<file path="src/rtl/pll_calc_pkg.sv">
package pll_calc_pkg;
  typedef enum logic [2:0] {
    ST_IDLE, ST_SEARCH, ST_MUL_GO, ST_MUL_WAIT,
    ST_ACT_GO, ST_ACT_WAIT, ST_LP_GO, ST_LP_WAIT
  } calc_state_t;

  // Band thresholds on the achieved rate (kbps)
  localparam int unsigned BAND3_KBPS = 501000;
  localparam int unsigned BAND2_KBPS = 251000;
  localparam int unsigned BAND1_KBPS = 126000;
endpackage

</file>
<file path="src/rtl/pll_band_enc.sv">
module pll_band_enc
  import pll_calc_pkg::*;
#(
  parameter int ACT_W = 42
) (
  input  logic [ACT_W-1:0] rate,
  output logic [1:0]       band
);
  always_comb begin
    if (rate >= ACT_W'(BAND3_KBPS))      band = 2'd3;
    else if (rate >= ACT_W'(BAND2_KBPS)) band = 2'd2;
    else if (rate >= ACT_W'(BAND1_KBPS)) band = 2'd1;
    else                                 band = 2'd0;
  end
endmodule

</file>
<file path="src/rtl/pll_seq_div.sv">
// Restoring divider: one quotient bit per clock, NW steps per division.
module pll_seq_div #(
  parameter int NW = 42,
  parameter int DW = 32,
  localparam int CW = $clog2(NW + 1)
) (
  input  logic          clk,
  input  logic          rst,
  input  logic          go,
  input  logic [NW-1:0] num,
  input  logic [DW-1:0] den,
  output logic          fin,
  output logic [NW-1:0] quo
);
  logic [NW-1:0] acc;
  logic [DW-1:0] rem;
  logic [DW-1:0] den_q;
  logic [CW-1:0] cnt;
  logic          run;
  logic [DW:0]   trial;
  logic          take;

  always_comb begin
    trial = {rem, acc[NW-1]};
    take  = (trial >= {1'b0, den_q});
  end

  always_ff @(posedge clk) begin
    if (rst) begin
      acc   <= '0;
      rem   <= '0;
      den_q <= '0;
      cnt   <= '0;
      run   <= 1'b0;
      fin   <= 1'b0;
    end else begin
      fin <= 1'b0;
      if (go) begin
        acc   <= num;
        rem   <= '0;
        den_q <= den;
        cnt   <= CW'(NW);
        run   <= 1'b1;
      end else if (run) begin
        rem <= take ? DW'(trial - {1'b0, den_q}) : trial[DW-1:0];
        acc <= {acc[NW-2:0], take};
        cnt <= cnt - CW'(1);
        if (cnt == CW'(1)) begin
          run <= 1'b0;
          fin <= 1'b1;
        end
      end
    end
  end

  assign quo = acc;
endmodule

</file>
<file path="src/rtl/pll_rate_calc.sv">
module pll_rate_calc
  import pll_calc_pkg::*;
#(
  parameter int RATE_W    = 32,
  parameter int DIV_W     = 5,
  parameter int MUL_W     = 8,
  parameter int LP_W      = 6,
  parameter int FLOOR_KHZ = 5000,
  parameter int LP_KHZ    = 10000,
  localparam int ACT_W    = RATE_W + 10,
  localparam int WORD_W   = 3 + DIV_W + MUL_W
) (
  input  logic              clk,
  input  logic              rst,
  input  logic              start,
  input  logic [RATE_W-1:0] target_kbps,
  input  logic [RATE_W-1:0] ref_khz,
  output logic              busy,
  output logic              done,
  output logic [WORD_W-1:0] cfg_word,
  output logic [ACT_W-1:0]  actual_kbps,
  output logic [LP_W-1:0]   lp_div_code,
  output logic              mul_ovf
);
  localparam int DIV_MAX = (1 << DIV_W) - 1;
  localparam int MUL_MAX = (1 << MUL_W) - 1;
  localparam int LP_DEN  = LP_KHZ * 8;

  calc_state_t       st;
  logic [RATE_W-1:0] tgt_q, ref_q;
  logic [DIV_W-1:0]  div_q;
  logic [ACT_W-1:0]  thr_q;
  logic [MUL_W-1:0]  mul_q, mul_eff;
  logic              ovf_q;
  logic [ACT_W-1:0]  act_q;
  logic [1:0]        band;

  logic              dv_go, dv_fin;
  logic [ACT_W-1:0]  dv_num, dv_quo;
  logic [RATE_W-1:0] dv_den;

  assign mul_eff = (mul_q == '0) ? MUL_W'(1) : mul_q;

  always_comb begin
    dv_go  = 1'b0;
    dv_num = '0;
    dv_den = '0;
    case (st)
      ST_MUL_GO: begin
        dv_go  = 1'b1;
        dv_num = ACT_W'(tgt_q) * ACT_W'(div_q) + ACT_W'(ref_q) - ACT_W'(1);
        dv_den = ref_q;
      end
      ST_ACT_GO: begin
        dv_go  = 1'b1;
        dv_num = ACT_W'(ref_q) * ACT_W'(mul_eff);
        dv_den = RATE_W'(div_q);
      end
      ST_LP_GO: begin
        dv_go  = 1'b1;
        dv_num = act_q + ACT_W'(LP_DEN - 1);
        dv_den = RATE_W'(LP_DEN);
      end
      default: ;
    endcase
  end

  pll_seq_div #(.NW(ACT_W), .DW(RATE_W)) u_div (
    .clk (clk),
    .rst (rst),
    .go  (dv_go),
    .num (dv_num),
    .den (dv_den),
    .fin (dv_fin),
    .quo (dv_quo)
  );

  pll_band_enc #(.ACT_W(ACT_W)) u_band (
    .rate (act_q),
    .band (band)
  );

  always_ff @(posedge clk) begin
    if (rst) begin
      st          <= ST_IDLE;
      tgt_q       <= '0;
      ref_q       <= '0;
      div_q       <= '0;
      thr_q       <= '0;
      mul_q       <= '0;
      ovf_q       <= 1'b0;
      act_q       <= '0;
      busy        <= 1'b0;
      done        <= 1'b0;
      cfg_word    <= '0;
      actual_kbps <= '0;
      lp_div_code <= '0;
      mul_ovf     <= 1'b0;
    end else begin
      done <= 1'b0;
      case (st)
        ST_IDLE: if (start) begin
          tgt_q <= target_kbps;
          ref_q <= ref_khz;
          div_q <= DIV_W'(1);
          thr_q <= ACT_W'(2 * FLOOR_KHZ);
          busy  <= 1'b1;
          st    <= ST_SEARCH;
        end
        ST_SEARCH: begin
          if (div_q < DIV_W'(DIV_MAX) && ACT_W'(ref_q) >= thr_q) begin
            div_q <= div_q + DIV_W'(1);
            thr_q <= thr_q + ACT_W'(FLOOR_KHZ);
          end else begin
            st <= ST_MUL_GO;
          end
        end
        ST_MUL_GO: st <= ST_MUL_WAIT;
        ST_MUL_WAIT: if (dv_fin) begin
          if (dv_quo > ACT_W'(MUL_MAX)) begin
            mul_q <= MUL_W'(MUL_MAX);
            ovf_q <= 1'b1;
          end else begin
            mul_q <= dv_quo[MUL_W-1:0];
            ovf_q <= 1'b0;
          end
          st <= ST_ACT_GO;
        end
        ST_ACT_GO: st <= ST_ACT_WAIT;
        ST_ACT_WAIT: if (dv_fin) begin
          act_q <= dv_quo;
          st    <= ST_LP_GO;
        end
        ST_LP_GO: st <= ST_LP_WAIT;
        ST_LP_WAIT: if (dv_fin) begin
          cfg_word    <= {band, 1'b0, div_q, mul_q};
          actual_kbps <= act_q;
          lp_div_code <= LP_W'(dv_quo - ACT_W'(1));
          mul_ovf     <= ovf_q;
          done        <= 1'b1;
          busy        <= 1'b0;
          st          <= ST_IDLE;
        end
        default: st <= ST_IDLE;
      endcase
    end
  end
endmodule

</file>
<file path="config.mk">
export PLATFORM = sky130hd
export DESIGN_NAME = pll_rate_calc
export DESIGN_NICKNAME = d
export VERILOG_FILES = /design/src/rtl/pll_calc_pkg.sv /design/src/rtl/pll_band_enc.sv /design/src/rtl/pll_seq_div.sv /design/src/rtl/pll_rate_calc.sv
export SDC_FILE = /design/constraint.sdc
export NUM_CORES = 2
export LEC_CHECK = 0
export BUFFER_PORTS_ARGS = -buffer_cell sky130_fd_sc_hd__buf_2
export CORE_ASPECT_RATIO = 2
export CORE_MARGIN = 5
export CORE_UTILIZATION = 53
export DETAILED_ROUTE_END_ITERATION = 8
export PLACE_DENSITY = 0.73
export SKIP_CTS_REPAIR_TIMING = 1
export SLEW_MARGIN = 0
export SYNTH_ARGS = -nofsm -noshare
export SYNTH_HDL_FRONTEND = slang
export SYNTH_SLANG_ARGS = --single-unit
</file>
<file path="constraint.sdc">
create_clock -name clk -period 5.24 [get_ports clk]
set_clock_uncertainty 0.15 [all_clocks]
set_input_delay 0.786 -clock clk [delete_from_list [all_inputs] [get_ports clk]]
set_output_delay 0.786 -clock clk [all_outputs]
set_load 0.02 [all_outputs]
</file>
==> summary.txt <==
Status
  • Outcome: finished with violations
  • Violations in the final reports: setup timing

Timing
  • Count of final max-slew check failures: 0
  • Slew @ Worst Pin: around 1.4 ns
  • RSZ-0062 raised after global routing: yes
  • Final number of setup-violating endpoints: 21
  • Clock period minus worst slack: ~5.5 ns
  • PnR worst setup slack: -0.293 ns
  • Hold violation total from the final report: 0
  • Max Clk Rate: ~0.18 GHz
  • Post-route fraction of the period consumed by the critical path: 1.06
  • Max-slew headroom at the worst pin: 0.0906

Yosys
  • Mean instance size in the synthesized netlist: 8.11 um2
  • Post-synth net total: ~4400
  • Commonest register cell after synthesis: sky130_fd_sc_hd__dfxtp_1
  • Dominant cell type by area after synthesis: sky130_fd_sc_hd__dfxtp_1
  • Synth cell types: 89
  • Combinational family with the most area after synthesis: adder cells
  • Compound-Gate Fraction of Synth Area: 0.161
  • Post-Synthesis Cells: between 3000 and 4000
  • Fraction of synthesis flops using an asynchronous set or reset pin: 0
  • Area fraction of the dominant cell type after synthesis: 0.219
  • Share of the yosys chip area belonging to registers: 0.219
  • Netlist Area Pre-Place: 31200 um2
  • Most numerous cell in the Yosys netlist: sky130_fd_sc_hd__nand2_1
  • Number of flops mapped to enable cells by yosys: 0
  • Basic-gate share of the synthesized area counting and, or, nand and nor cells: 0.210
  • Arithmetic-cell share of the synthesized area counting full adders, half adders and majority gates: 0.280
  • Total number of yosys warnings: 0
  • Count of state elements after synthesis: around 340
  • Top cell types by occurrence after synthesis: sky130_fd_sc_hd__nand2_1, sky130_fd_sc_hd__inv_1, sky130_fd_sc_hd__a21oi_1
  • Mux share of post-synthesis cell area: 0.0162
  • Post-synthesis xor/xnor area fraction: 0.0387
  • Leading post-synthesis cells by cell area: sky130_fd_sc_hd__dfxtp_1, sky130_fd_sc_hd__fa_1, sky130_fd_sc_hd__ha_1, sky130_fd_sc_hd__nand2_1, sky130_fd_sc_hd__a21oi_1

CTS
  • Maximum level of the CTS H-tree: 2
  • Clock latency reported for the late side of the worst-skew pair: between 0.5 and 0.6 ns
  • Clock tree from TritonCTS: yes
  • Clock-pin slew on the worst setup and hold paths: 0.07 ns
  • Maximum clock path buffer count: 3
  • Clk Tree Root Cell: sky130_fd_sc_hd__clkbuf_16
  • Total clock buffers created by CTS: 36
  • Clock sinks: roughly 340

Setup path
  • Cell seen most often among critical-path stages: sky130_fd_sc_hd__fa_1
  • Minimum setup slack among reg-to-reg paths: -0.29 ns
  • Cell at the slowest stage of the critical path: sky130_fd_sc_hd__fa_1
  • Number of cells on the critical path: 20
  • Delay of the slowest critical-path stage: 0.59 ns
  • Critical path peak fanout: 10
  • Worst EP required: 5.60 ns
  • Startpoint type of the worst setup path: register
  • Worst path buffer plus inverter count: 4
  • Worst path top cell family by delay: adder cells
  • Cells along the critical path: buf_8 -> nand2_2 -> fa_1 -> fa_1 -> inv_2 -> fa_1 -> inv_2 -> fa_1 -> inv_2 -> ha_4 -> o211ai_1 -> a211oi_2 -> a21o_2 -> a31oi_4 -> o311ai_4 -> a211o_1 -> a21oi_4 -> or4_1 -> a41o_1 -> nand3_1
  • Worst reg2reg endpoint: u_div.quo[36]$_SDFFE_PP0P_
  • Critical path capture point type: register
  • Category of the most critical setup path: register to register
  • Setup crit start: mul_q[7]$_SDFFE_PP0P_
  • R2R cell count: 20
  • Setup crit end: u_div.quo[36]$_SDFFE_PP0P_
  • Startpoint of the lowest-slack register-to-register path: mul_q[7]$_SDFFE_PP0P_
  • Worst path arrival time: 5.89 ns

Drt
  • Violation count after the first detailed-route iteration: 2471
  • Number of antenna-violating nets in the routed design: 0
  • Vias after detailed routing: about 29000
  • DRC violations left: 0
  • Met1 wire length: a little under 40 mm
  • Met3 wire len: about 6.2 mm
  • Detailed Route WL: 100 mm
  • Detail-routed net length per standard cell: slightly above 20 um
  • Vias per cell: just under 6
  • Uppermost layer routed: met4
  • Pre-antenna DRT Iters: 6
  • Wire length on met2: ~48 mm

Worst hold path
  • Path class of the lowest-slack min-delay path: input pin to register
  • Number of stages on the worst hold path: 3

Cells and area
  • Diodes inserted: 0
  • Layout net count: roughly 4700
  • Filler cell count in the final layout: 4944
  • Final core utilization: 0.637
  • Share of post-route cells with drive strength above 1: 0.184
  • Synth-to-layout area growth: 19.8%

Global routing
  • Number of antenna violations at the first check in global routing: 0
  • Number of global-route vias before repair: between 20000 and 30000
  • Largest net degree at the start of global routing: 81
  • Gr usage total: 0.298
  • Wire length of the first global-routing pass: 155 mm
  • Grt ovf: 0

Floorplanning
  • Die area: approximately 64000 um2
  • Starting utilization of the core area: 0.532
  • Placement row count: 126
  • Boundary Pins: 134
  • Standard cell core area: slightly below 60000 um2
  • Horizontal extent of the die: approximately 180 um
  • Height of the chip: around 350 um

Placement
  • GPL Wtd Cong: ~0.98
  • HPWL after detailed placement: approximately 76 mm
  • Number of port buffers: 132

Power
  • Total power per unit cell area: about 480 nW/um2
  • Maximum vdd drop: approximately 0.64 mV
  • Total Power: between 15 and 20 mW
  • P_leak: between 15 and 20 nW

Job
  • Max-capacitance violation count: 0
==> how the worst min path moves through the flow <==
stage | to | startpoint | slack, ns
6_report | tgt_q[11]$_SDFFE_PP0P_ | target_kbps[11] | 0.29
5_1_grt | tgt_q[21]$_SDFFE_PP0P_ | target_kbps[21] | 0.30
4_1_cts | tgt_q[12]$_SDFFE_PP0P_ | target_kbps[12] | 0.28
3_5_place_dp | thr_q[33]$_SDFFE_PP0P_ | thr_q[33]$_SDFFE_PP0P_ | 0.29
3_3_place_gp | thr_q[40]$_SDFFE_PP0P_ | thr_q[40]$_SDFFE_PP0P_ | 0.28
2_1_floorplan | thr_q[40]$_SDFFE_PP0P_ | thr_q[40]$_SDFFE_PP0P_ | 0.27
==> metrics by stage <==
| stage | worst slack, ns | hold slack [ns] | std cells | setup TNS (ns) | area (um2) |
|---|---|---|---|---|---|
| after floorplan | -0.00240 | 0.270 | 3849 | -0.00240 | 31300 |
| final | -0.293 | 0.295 | 4950 | -3.06 | 37400 |
| after global routing | -0.504 | 0.304 | 4950 | -7.98 | 37400 |
| after CTS | -0.553 | 0.284 | 4926 | -9.73 | 35900 |
| after global placement | -0.399 | 0.283 | 4863 | -5.21 | 34700 |
| after detailed placement | -0.492 | 0.288 | 4863 | -7.85 | 34700 |
==> registers in the layout (all words and copies together), names as in the netlist, 3 cells and up <==
register and flops:
u_div.rem 32, st 3, tgt_q 32, u_div.den_q 32
u_div.cnt 6, ref_q 32, actual_kbps 42, lp_div_code 6
thr_q 39, u_div.quo 42, act_q 42, mul_q 8
cfg_word 15, div_q 5
==> where the power goes <==
part	internal (mW)	leakage [nW]	switching [mW]
clock	1.44	0.565	1.22
sequential	2.99	2.79	0.564
combinational	5.00	13.2	6.59
==> metal layers <==
metal  vias up  track usage
li1      13400            -
met1     13900        0.371
met2      1125        0.489
met3       344       0.0388
met4         0        0.180
met5         -            0
==> final cells by class <==
cell class	instances	area, um2	area share
clock inverters	17	169	0.00452
flip-flops and latches	342	6890	0.184
well taps	768	961	0.0257
multi-input cells	2903	23200	0.620
clock buffers	46	1010	0.0270
repair buffers	487	3720	0.0994
inverters	387	1450	0.0389
==> layout by cell type (no fill, tap or decap), types with 131 or more instances in the layout <==
cell type	count
sky130_fd_sc_hd__a21oi_1	339
sky130_fd_sc_hd__ha_1	185
sky130_fd_sc_hd__buf_2	131
sky130_fd_sc_hd__nor2_1	174
sky130_fd_sc_hd__and2_1	219
sky130_fd_sc_hd__buf_4	311
sky130_fd_sc_hd__inv_1	375
sky130_fd_sc_hd__dfxtp_1	320
sky130_fd_sc_hd__nand2_1	667
sky130_fd_sc_hd__fa_1	300
==> tightest hold or removal path, stage by stage <==
cell and delay [ns]:
sky130_fd_sc_hd__buf_2 0.09, sky130_fd_sc_hd__nand2_1 0.04, sky130_fd_sc_hd__a21oi_1 0.05
==> logic make-up (layout without fill, tap and decap cells) <==
group / count (synthesis) / after routing
adders and majority gates: 516 / 516
buffers and inverters: 604 / 937
muxes: 50 / 50
xor gates and xnor gates: 138 / 138
and+or+nand+nor: 1393 / 1393
other: 1 / 1
AOI/OAI and AO/OA: 805 / 805
DFF: 342 / 342
Power figures use the tool's default switching activity.
